[src/rtl/fpe_pkg.sv]
package fpe_pkg;

   // Source of the candidate record for this cycle
   typedef enum logic [1:0] {
      SRC_NONE = 2'd0,
      SRC_DRUM = 2'd1,
      SRC_BUF  = 2'd2
   } fpe_src_e;

   // Default geometry of the status word
   localparam int unsigned DEF_WORD_W    = 10;
   localparam int unsigned DEF_TRACK_W   = 9;
   localparam int unsigned DEF_SPARE_W   = 5;
   localparam int unsigned DEF_NUM_BYTES = 2;
   localparam int unsigned DEF_NUM_BUFS  = 2;

   // Index width helper that never returns zero
   function automatic int unsigned idx_w(input int unsigned n);
      return (n > 1) ? $clog2(n) : 1;
   endfunction

endpackage

[src/rtl/fpe_arbiter.sv]
module fpe_arbiter
   import fpe_pkg::*;
#(
   parameter int unsigned NUM_BYTES     = DEF_NUM_BYTES,
   parameter int unsigned NUM_BUFS      = DEF_NUM_BUFS,
   parameter int unsigned TRACK_W       = DEF_TRACK_W,
   parameter int unsigned WORD_W        = DEF_WORD_W,
   parameter bit          ZERO_BUF_ADDR = 1'b1,
   localparam int unsigned BYTE_IW      = idx_w(NUM_BYTES),
   localparam int unsigned BUF_IW       = idx_w(NUM_BUFS)
) (
   input  logic                 drum_err,
   input  logic [BYTE_IW-1:0]   drum_byte,
   input  logic                 buf_err,
   input  logic [BUF_IW-1:0]    buf_idx,
   input  logic                 wr_mode,
   input  logic [TRACK_W-1:0]   trk_addr,
   input  logic [WORD_W-1:0]    word_addr,
   output logic                 cand_vld,
   output fpe_src_e             cand_src,
   output logic [NUM_BYTES-1:0] cand_byte_oh,
   output logic [NUM_BUFS-1:0]  cand_buf_oh,
   output logic                 cand_mode,
   output logic [TRACK_W-1:0]   cand_trk,
   output logic [WORD_W-1:0]    cand_wa
);

   logic [NUM_BYTES-1:0] byte_dec;
   logic [NUM_BUFS-1:0]  buf_dec;
   logic                 take_drum;
   logic                 take_buf;

   // One-hot decode of the drum byte index
   for (genvar gi = 0; gi < NUM_BYTES; gi++) begin : g_byte_dec
      assign byte_dec[gi] = (drum_byte == BYTE_IW'(gi));
   end

   // One-hot decode of the buffer index
   for (genvar gj = 0; gj < NUM_BUFS; gj++) begin : g_buf_dec
      assign buf_dec[gj] = (buf_idx == BUF_IW'(gj));
   end

   // Drum path has priority over buffer read-out
   assign take_drum = drum_err;
   assign take_buf  = buf_err & ~drum_err;
   assign cand_vld  = take_drum | take_buf;

   always_comb begin
      if (take_drum)     cand_src = SRC_DRUM;
      else if (take_buf) cand_src = SRC_BUF;
      else               cand_src = SRC_NONE;
   end

   assign cand_byte_oh = take_drum ? byte_dec : '0;
   assign cand_buf_oh  = take_buf  ? buf_dec  : '0;
   assign cand_mode    = cand_vld & wr_mode;

   // Address fields: a buffer failure either zeroes them or passes them on
   if (ZERO_BUF_ADDR) begin : g_zero_addr
      assign cand_trk = take_drum ? trk_addr  : '0;
      assign cand_wa  = take_drum ? word_addr : '0;
   end else begin : g_pass_addr
      assign cand_trk = cand_vld ? trk_addr  : '0;
      assign cand_wa  = cand_vld ? word_addr : '0;
   end

endmodule

[src/rtl/fpe_record.sv]
module fpe_record
   import fpe_pkg::*;
#(
   parameter int unsigned NUM_BYTES = DEF_NUM_BYTES,
   parameter int unsigned NUM_BUFS  = DEF_NUM_BUFS,
   parameter int unsigned TRACK_W   = DEF_TRACK_W,
   parameter int unsigned WORD_W    = DEF_WORD_W
) (
   input  logic                 clk,
   input  logic                 rst_n,
   input  logic                 mclr,
   input  logic                 stat_req,
   input  logic                 cand_vld,
   input  fpe_src_e             cand_src,
   input  logic [NUM_BYTES-1:0] cand_byte_oh,
   input  logic [NUM_BUFS-1:0]  cand_buf_oh,
   input  logic                 cand_mode,
   input  logic [TRACK_W-1:0]   cand_trk,
   input  logic [WORD_W-1:0]    cand_wa,
   output logic                 rec_vld,
   output fpe_src_e             rec_src,
   output logic [NUM_BYTES-1:0] rec_byte_oh,
   output logic [NUM_BUFS-1:0]  rec_buf_oh,
   output logic                 rec_mode,
   output logic [TRACK_W-1:0]   rec_trk,
   output logic [WORD_W-1:0]    rec_wa
);

   logic armed;
   logic do_load;
   logic do_clear;

   // Armed when empty, or when a read empties it at this edge
   assign armed    = ~rec_vld | stat_req;
   assign do_load  = ~mclr & cand_vld & armed;
   assign do_clear = mclr | (stat_req & ~do_load);

   always_ff @(posedge clk or negedge rst_n) begin
      if (!rst_n) begin
         rec_vld     <= 1'b0;
         rec_src     <= SRC_NONE;
         rec_byte_oh <= '0;
         rec_buf_oh  <= '0;
         rec_mode    <= 1'b0;
         rec_trk     <= '0;
         rec_wa      <= '0;
      end else if (do_load) begin
         rec_vld     <= 1'b1;
         rec_src     <= cand_src;
         rec_byte_oh <= cand_byte_oh;
         rec_buf_oh  <= cand_buf_oh;
         rec_mode    <= cand_mode;
         rec_trk     <= cand_trk;
         rec_wa      <= cand_wa;
      end else if (do_clear) begin
         rec_vld     <= 1'b0;
         rec_src     <= SRC_NONE;
         rec_byte_oh <= '0;
         rec_buf_oh  <= '0;
         rec_mode    <= 1'b0;
         rec_trk     <= '0;
         rec_wa      <= '0;
      end
   end

endmodule

[src/rtl/fpe_formatter.sv]
module fpe_formatter
   import fpe_pkg::*;
#(
   parameter int unsigned NUM_BYTES = DEF_NUM_BYTES,
   parameter int unsigned NUM_BUFS  = DEF_NUM_BUFS,
   parameter int unsigned TRACK_W   = DEF_TRACK_W,
   parameter int unsigned WORD_W    = DEF_WORD_W,
   parameter int unsigned SPARE_W   = DEF_SPARE_W,
   localparam int unsigned MODE_POS  = WORD_W + TRACK_W + SPARE_W,
   localparam int unsigned BUF_LSB   = MODE_POS + 1,
   localparam int unsigned BYTE_LSB  = BUF_LSB + NUM_BUFS,
   localparam int unsigned AVAIL_POS = BYTE_LSB + NUM_BYTES,
   localparam int unsigned STAT_W    = AVAIL_POS + 1
) (
   input  logic                 clk,
   input  logic                 rst_n,
   input  logic                 stat_req,
   input  logic                 rec_vld,
   input  logic [NUM_BYTES-1:0] rec_byte_oh,
   input  logic [NUM_BUFS-1:0]  rec_buf_oh,
   input  logic                 rec_mode,
   input  logic [TRACK_W-1:0]   rec_trk,
   input  logic [WORD_W-1:0]    rec_wa,
   output logic [STAT_W-1:0]    rec_word,
   output logic                 stat_vld,
   output logic [STAT_W-1:0]    stat_word
);

   // Pack the record; an empty record reads as all zero
   always_comb begin
      rec_word = '0;
      if (rec_vld) begin
         rec_word[AVAIL_POS]                    = 1'b1;
         rec_word[BYTE_LSB +: NUM_BYTES]        = rec_byte_oh;
         rec_word[BUF_LSB +: NUM_BUFS]          = rec_buf_oh;
         rec_word[MODE_POS]                     = rec_mode;
         rec_word[WORD_W +: TRACK_W]            = rec_trk;
         rec_word[0 +: WORD_W]                  = rec_wa;
      end
   end

   always_ff @(posedge clk or negedge rst_n) begin
      if (!rst_n) begin
         stat_vld  <= 1'b0;
         stat_word <= '0;
      end else begin
         stat_vld <= stat_req;
         if (stat_req) stat_word <= rec_word;
      end
   end

endmodule

[src/rtl/fpe_capture.sv]
module fpe_capture
   import fpe_pkg::*;
#(
   parameter int unsigned NUM_BYTES     = DEF_NUM_BYTES,
   parameter int unsigned NUM_BUFS      = DEF_NUM_BUFS,
   parameter int unsigned TRACK_W       = DEF_TRACK_W,
   parameter int unsigned WORD_W        = DEF_WORD_W,
   parameter int unsigned SPARE_W       = DEF_SPARE_W,
   parameter bit          ZERO_BUF_ADDR = 1'b1,
   localparam int unsigned BYTE_IW   = idx_w(NUM_BYTES),
   localparam int unsigned BUF_IW    = idx_w(NUM_BUFS),
   localparam int unsigned STAT_W    = WORD_W + TRACK_W + SPARE_W + 2 + NUM_BUFS + NUM_BYTES
) (
   input  logic                clk,
   input  logic                rst_n,
   input  logic                mclr,
   input  logic                drum_err,
   input  logic [BYTE_IW-1:0]  drum_byte,
   input  logic                buf_err,
   input  logic [BUF_IW-1:0]   buf_idx,
   input  logic                wr_mode,
   input  logic [TRACK_W-1:0]  trk_addr,
   input  logic [WORD_W-1:0]   word_addr,
   input  logic                stat_req,
   output logic                stat_vld,
   output logic [STAT_W-1:0]   stat_word
);

   // Elaboration-time parameter checks
   if (NUM_BYTES < 2) begin : g_bad_bytes
      $error("fpe_capture: NUM_BYTES must be at least 2");
   end
   if (NUM_BUFS < 2) begin : g_bad_bufs
      $error("fpe_capture: NUM_BUFS must be at least 2");
   end
   if (TRACK_W < 1 || WORD_W < 1) begin : g_bad_addr
      $error("fpe_capture: address fields need a width");
   end

   logic                 cand_vld;
   fpe_src_e             cand_src;
   logic [NUM_BYTES-1:0] cand_byte_oh;
   logic [NUM_BUFS-1:0]  cand_buf_oh;
   logic                 cand_mode;
   logic [TRACK_W-1:0]   cand_trk;
   logic [WORD_W-1:0]    cand_wa;

   logic                 rec_vld;
   fpe_src_e             rec_src;
   logic [NUM_BYTES-1:0] rec_byte_oh;
   logic [NUM_BUFS-1:0]  rec_buf_oh;
   logic                 rec_mode;
   logic [TRACK_W-1:0]   rec_trk;
   logic [WORD_W-1:0]    rec_wa;
   logic [STAT_W-1:0]    rec_word;

   fpe_arbiter #(
      .NUM_BYTES     (NUM_BYTES),
      .NUM_BUFS      (NUM_BUFS),
      .TRACK_W       (TRACK_W),
      .WORD_W        (WORD_W),
      .ZERO_BUF_ADDR (ZERO_BUF_ADDR)
   ) u_arb (
      .drum_err     (drum_err),
      .drum_byte    (drum_byte),
      .buf_err      (buf_err),
      .buf_idx      (buf_idx),
      .wr_mode      (wr_mode),
      .trk_addr     (trk_addr),
      .word_addr    (word_addr),
      .cand_vld     (cand_vld),
      .cand_src     (cand_src),
      .cand_byte_oh (cand_byte_oh),
      .cand_buf_oh  (cand_buf_oh),
      .cand_mode    (cand_mode),
      .cand_trk     (cand_trk),
      .cand_wa      (cand_wa)
   );

   fpe_record #(
      .NUM_BYTES (NUM_BYTES),
      .NUM_BUFS  (NUM_BUFS),
      .TRACK_W   (TRACK_W),
      .WORD_W    (WORD_W)
   ) u_rec (
      .clk          (clk),
      .rst_n        (rst_n),
      .mclr         (mclr),
      .stat_req     (stat_req),
      .cand_vld     (cand_vld),
      .cand_src     (cand_src),
      .cand_byte_oh (cand_byte_oh),
      .cand_buf_oh  (cand_buf_oh),
      .cand_mode    (cand_mode),
      .cand_trk     (cand_trk),
      .cand_wa      (cand_wa),
      .rec_vld      (rec_vld),
      .rec_src      (rec_src),
      .rec_byte_oh  (rec_byte_oh),
      .rec_buf_oh   (rec_buf_oh),
      .rec_mode     (rec_mode),
      .rec_trk      (rec_trk),
      .rec_wa       (rec_wa)
   );

   fpe_formatter #(
      .NUM_BYTES (NUM_BYTES),
      .NUM_BUFS  (NUM_BUFS),
      .TRACK_W   (TRACK_W),
      .WORD_W    (WORD_W),
      .SPARE_W   (SPARE_W)
   ) u_fmt (
      .clk         (clk),
      .rst_n       (rst_n),
      .stat_req    (stat_req),
      .rec_vld     (rec_vld),
      .rec_byte_oh (rec_byte_oh),
      .rec_buf_oh  (rec_buf_oh),
      .rec_mode    (rec_mode),
      .rec_trk     (rec_trk),
      .rec_wa      (rec_wa),
      .rec_word    (rec_word),
      .stat_vld    (stat_vld),
      .stat_word   (stat_word)
   );

endmodule

[config.mk]
export PLATFORM = sky130hd
export DESIGN_NAME = fpe_capture
export DESIGN_NICKNAME = d
export VERILOG_FILES = /design/src/rtl/fpe_pkg.sv /design/src/rtl/fpe_arbiter.sv /design/src/rtl/fpe_record.sv /design/src/rtl/fpe_formatter.sv /design/src/rtl/fpe_capture.sv
export SDC_FILE = /design/constraint.sdc
export NUM_CORES = 1
export LEC_CHECK = 0
export BUFFER_PORTS_ARGS = -buffer_cell sky130_fd_sc_hd__buf_2
export CORE_ASPECT_RATIO = 1.75
export CORE_MARGIN = 8
export CORE_UTILIZATION = 50
export CTS_CLUSTER_SIZE = 24
export DETAILED_ROUTE_END_ITERATION = 6
export PLACE_DENSITY_LB_ADDON = 0.1
export SYNTH_ARGS = -nofsm -noshare
export SYNTH_HDL_FRONTEND = slang
export SYNTH_SLANG_ARGS = --single-unit
[constraint.sdc]
create_clock -name clk -period 1.3 [get_ports clk]
set_clock_uncertainty 0.05 [all_clocks]
set_input_delay 0.26 -clock clk [delete_from_list [all_inputs] [get_ports clk]]
set_output_delay 0.26 -clock clk [all_outputs]
set_load 0.01 [all_outputs]
### Word-level counts from Yosys, hierarchy flattened

Index checks and enable logic that the tools add are counted.

* register bits after elaboration: 51
* input bits: 28
* logic and storage cells: 39

* muxes and demuxes: 16
* bitwise logic cells: 14
* reductions and logical operators: 1

Operator list (count)
* $mux W10: 3
* $mux W9: 3
* $mux W19: 1
* $mux W2: 5
* $mux W6: 1
* $not A1 Y1: 6
* $and A1 B1 Y1: 5
* $mux W1: 3
* $or A1 B1 Y1: 3
* $reduce_bool A2 Y1: 1

### Longest topological paths before layout

* word-level depth: 10
* gate-level depth with buffers: 5
* mapped depth without buffers: 3

### Cells and area by module

From an unflattened synthesis, not the netlist that was laid out.

* cells, all modules: 241
* area, all modules: 2864.0 um^2

Modules (own cells, without submodules)
* fpe_formatter: instances 1, cells an instance 92, area each 1368.8 um^2, sequential area each 650.6 um^2
* fpe_record: instances 1, cells an instance 120, area each 1291.2 um^2, sequential area each 675.6 um^2
* fpe_arbiter: instances 1, cells an instance 29, area each 203.9 um^2, sequential area each 0.0 um^2

### Least setup slack after synthesis

No wires, ideal clock.

* path type: register to register
* start: register u_rec.rec_vld
* end: register u_rec.rec_byte_oh[0]
* library setup time: 0.121 ns
* arrival time: 1.008 ns
* required time: 1.129 ns
* setup slack: 0.121 ns
* cell stages (with the launch flop): 5
* path buffers: 1
* cells stage by stage: dfrtp_1 -> o21ba_1 -> nor3_4 -> buf_6 -> a22o_1

* longest elaborated chain between the ends: 7
* elaborated cells between the ends (all ways): 8

RTL lines
* start: declaration: line fpe_record.sv:20 `output logic rec_vld,`
* start signal: assignment: line fpe_record.sv:40 `rec_vld <= 1'b0;`
* start signal: assignment: line fpe_record.sv:48 `rec_vld <= 1'b1;`
* start signal: assignment: line fpe_record.sv:56 `rec_vld <= 1'b0;`
* $not A1 Y1 *: line fpe_record.sv:34 `assign armed = ~rec_vld | stat_req;`
* $or A1 B1 Y1 *: line fpe_record.sv:34
* $and A1 B1 Y1 *: line fpe_record.sv:35 `assign do_load = ~mclr & cand_vld & armed;`
* $not A1 Y1: line fpe_record.sv:36 `assign do_clear = mclr | (stat_req & ~do_load);`
* $and A1 B1 Y1: line fpe_record.sv:36
* $or A1 B1 Y1: line fpe_record.sv:36
* $reduce_bool A2 Y1 (no source line)
* end signal: assignment: line fpe_record.sv:50 `rec_byte_oh <= cand_byte_oh;`
* end: declaration: line fpe_record.sv:22 `output logic [NUM_BYTES-1:0] rec_byte_oh,`

Every way passes the cells marked *; elsewhere a longest branch is shown, timed or not.
A chain may end at the register's enable or synchronous reset.

### Worst setup path in the final report

* start: register u_rec.rec_vld
* end: register u_rec.rec_byte_oh[1]

Same word-level chain as after synthesis.

==> run_results.csv <==
group,metric,value,unit
run_status,status,"complete, but fails checks",
run_status,violations,"negative setup slack",
clock_network,insertion_delay,0.29,ns
worst_setup_path,endpoint_kind,"flop",
final_layout,multi_input_area,585.6,um^2
floorplanning,core-area,3904,um^2
sta,finalHoldViolCount,0,
power,ir_drop,0.7501,mV
hold_path,hp-start,"word_addr[3]",
global_route,gr-total-overflow,0,
worst_setup_path,r2r-end,"u_rec.rec_byte_oh[1]",
placed_design,hpwl,3083,um
drt,drt-initial-drc-count,62,
global_route,grt_pass1_vias,1673,
sta,fmax,0.7094,GHz
sta,slew_viol_final,0,
yosys,synthFlopType,"dfrtp_1",
worst_setup_path,reg2reg_slack,-0.11,ns
worst_setup_path,crit_start,"u_rec.rec_vld",
final_layout,fin_util,67.40,%
clock_network,htreeDepth,2,
worst_setup_path,crit_type,"reg2reg",
yosys,synth-xor-area-share,0,%
floorplanning,core.rowCount,30,
yosys,synth_edf_count,0,
sta,fin_tns_setup,-1.783,ns
power,p_leak,1.341,nW
final_layout,finalNetCount,274,
run,max_cap_violations,0,
drt,drt-total-wl,4760,um
drt,drt-pass1-iter-count,4,
yosys,synth.top_cell.area_share,62.96,%
sta,finalSetupViolCount,24,
global_route,grt_pass1_wl,7866,um
hold_path,min_path_cells,2,
clock_network,clock-sinks,51,
clock_network,cts_made_buffers,5,
yosys,yosysTopAreaCell,"dfrtp_1",
worst_setup_path,critPathMaxFanout,6,
yosys,synth_area,2027,um^2
yosys,yosys-top-cells-area,"dfrtp_1 (63%), a22o_1 (9.5%), o21ai_0 (5.9%)",
floorplanning,die_area,6428,um^2
drt,vias_per_cell,5.231,
drt,drc_errors,0,
sta,setup_ws,-0.1096,ns
final_layout,diodes,0,
sta,min_period,1.410,ns
floorplanning,die-width,64.13,um
clock_network,cts_root_buffer,"clkbuf_8",
yosys,syn_avg_cell_area,11.39,um^2
yosys,synth_cells,178,
placed_design,dp.cells,275,
placed_design,place_congestion,0.7022,
yosys,synth_fa_ha_area_share,0,%
clock_network,cts_buffer_depth,2,
clock_network,tritoncts,"yes",
yosys,ys_seq_area_share,62.96,%
global_route,antenna_found_initial,0,
final_layout,drive_gt1_share,35.22,%
yosys,synth_mux_area_share,0.5556,%
clock_network,cts.clk_slew.worst_paths,0.09,ns
yosys,synth_cell_types,22,
drt,drtAntennaViolNets,0,
worst_setup_path,worstPathRequired,1.48,ns
global_route,grt_util_all_layers,15.33,%
final_layout,num-fill-cells,316,
final_layout,instances_no_fill,295,
sta,rsz0062_at_grt,"yes",
final_layout,areaGrowthSynthToFinish,29.81,%
drt,vias,1543,
yosys,ys_async_sr_fraction,100.0,%
floorplanning,start_util,51.92,%
yosys,synth_compound_area_share,17.28,%
final_layout,ff_latch_area,1276,um^2
placed_design,port_buffers,53,
hold_path,hold_path_end,"u_rec.rec_wa[3]",
hold_path,hold_path.class,"in2reg",
sta,fin_crit_sh,108.4,%
yosys,synth_top_family_by_area,"compound AO/OA/AOI/OAI gates",
worst_setup_path,start_kind,"flop",
global_route,grt_start_max_net_pins,52,
worst_setup_path,worst-r2r-cell-count,6,
yosys,yosysWarnings,0,
floorplanning,die_h,100.2,um
placed_design,dpl_worst_slack,-0.3659,ns
floorplanning,ioPinCount,59,
yosys,yosys.area_share.simple,8.642,%
worst_setup_path,cp_data_arrival_time,1.59,ns
yosys,ys_ff_latch,51,
drt,wl_per_cell,16.14,um
power,powerDensity,1159,nW/um^2
worst_setup_path,r2r_start,"u_rec.rec_vld",
-- where the power goes --
part           total (mW)  internal [mW]  switching (mW)
clock network       0.976          0.484           0.491
registers            1.69           1.65          0.0395
logic               0.382          0.185           0.197
total                3.05           2.32           0.728
-- synth_stat cells (2+ instances only) --
library cell   n
clkbuf_1       5
nor2_1         2
inv_1         26
a32o_1         2
nand3_1       18
buf_2          3
dfrtp_1       51
o21ai_0       24
buf_4          6
buf_6          3
a22o_1        22
nand2_1        6
-- kinds of logic (layout without fill, tap and decap cells) --
family                 count (synthesis)  after routing
AOI/OAI and AO/OA                     50             50
buffers and inverters                 43            107
DFF                                   51             51
muxes                                  1              1
other                                  1              5
and+or+nand+nor                       32             33
-- placed cells by master, fill, tap and decap left out, drive strengths merged --
cell type / n
buf: 71
nand3: 18
bufbuf: 1
nand2: 6
dfrtp: 51
conb: 5
inv: 26
clkbuf: 7
nor3b: 1
nor2b: 2
dlygate4sd3: 1
nor3: 3
o21a: 1
a22o: 22
nor2: 2
o21ai: 24
a32o: 2
and2: 1
o21ba: 1
mux2: 1
clkinvlp: 1
-- metal layers --
metal / vias to the layer above / global-route usage [%] / part of all wire [%]
li1: 722 / - / -
met1: 755 / 17.48 / 40
met2: 58 / 26.34 / 52
met3: 8 / 4.799 / 7.3
met4: 0 / 5.068 / 1.4
met5: - / 0 / 0
-- worst max path at each step --
| stage | to | slack, ns |
|---|---|---|
| 6_report | u_rec.rec_byte_oh[1] | -0.11 |
| 5_1_grt | u_rec.rec_trk[0] | -0.16 |
| 4_1_cts | u_rec.rec_trk[0] | -0.15 |
| 3_5_place_dp | u_rec.rec_wa[6] | -0.37 |
| 3_3_place_gp | u_rec.rec_wa[5] | -0.30 |
| 2_1_floorplan | u_rec.rec_byte_oh[0] | 0.12 |
-- timing repair --
| action | in CTS | in global routing |
|---|---|---|
| setup buffers | 6 | 2 |
| resized for setup | 12 | 4 |
| gates cloned | 4 | 0 |
| hold endpoints to repair | 51 | 0 |
| setup endpoints to repair | 24 | 30 |
| pin swaps | 6 | 4 |
| hold buffers | 1 | 0 |
-- area by class of cell --
cell class | count | area share [%]
Sequential cell | 51 | 48.50
Multi-Input combinational cell | 89 | 22.25
Timing Repair Buffer | 73 | 19.31
Inverter | 26 | 3.709
Clock buffer | 7 | 3.661
Tap cell | 48 | 2.282
Clock inverter | 1 | 0.2853
-- metrics by stage --
step                      cell area (um^2)  power (mW)  hold WS [ns]
after floorplan                       2042       1.878      -0.08559
after global placement                2347       2.014        0.2105
after detailed placement              2347       2.028        0.2164
after CTS                             2621       3.073        0.1127
after global routing                  2631       3.172        0.1236
final                                 2631       3.049        0.1273
-- state kept, by name, indices dropped and copies added (netlist names) --
name,count
u_rec.rec_mode,1
u_rec.rec_wa,10
u_fmt.stat_word,25
u_rec.rec_vld,1
u_rec.rec_buf_oh,2
u_rec.rec_trk,9
u_fmt.stat_vld,1
u_rec.rec_byte_oh,2
-- critical path: stages (launching register included) --
cell     delay, ns
dfrtp_1       0.43
buf_12        0.14
nor2b_4       0.13
nor3b_4       0.20
buf_6         0.15
buf_6         0.12
a22o_1        0.13
Power figures use the tool's default switching activity.
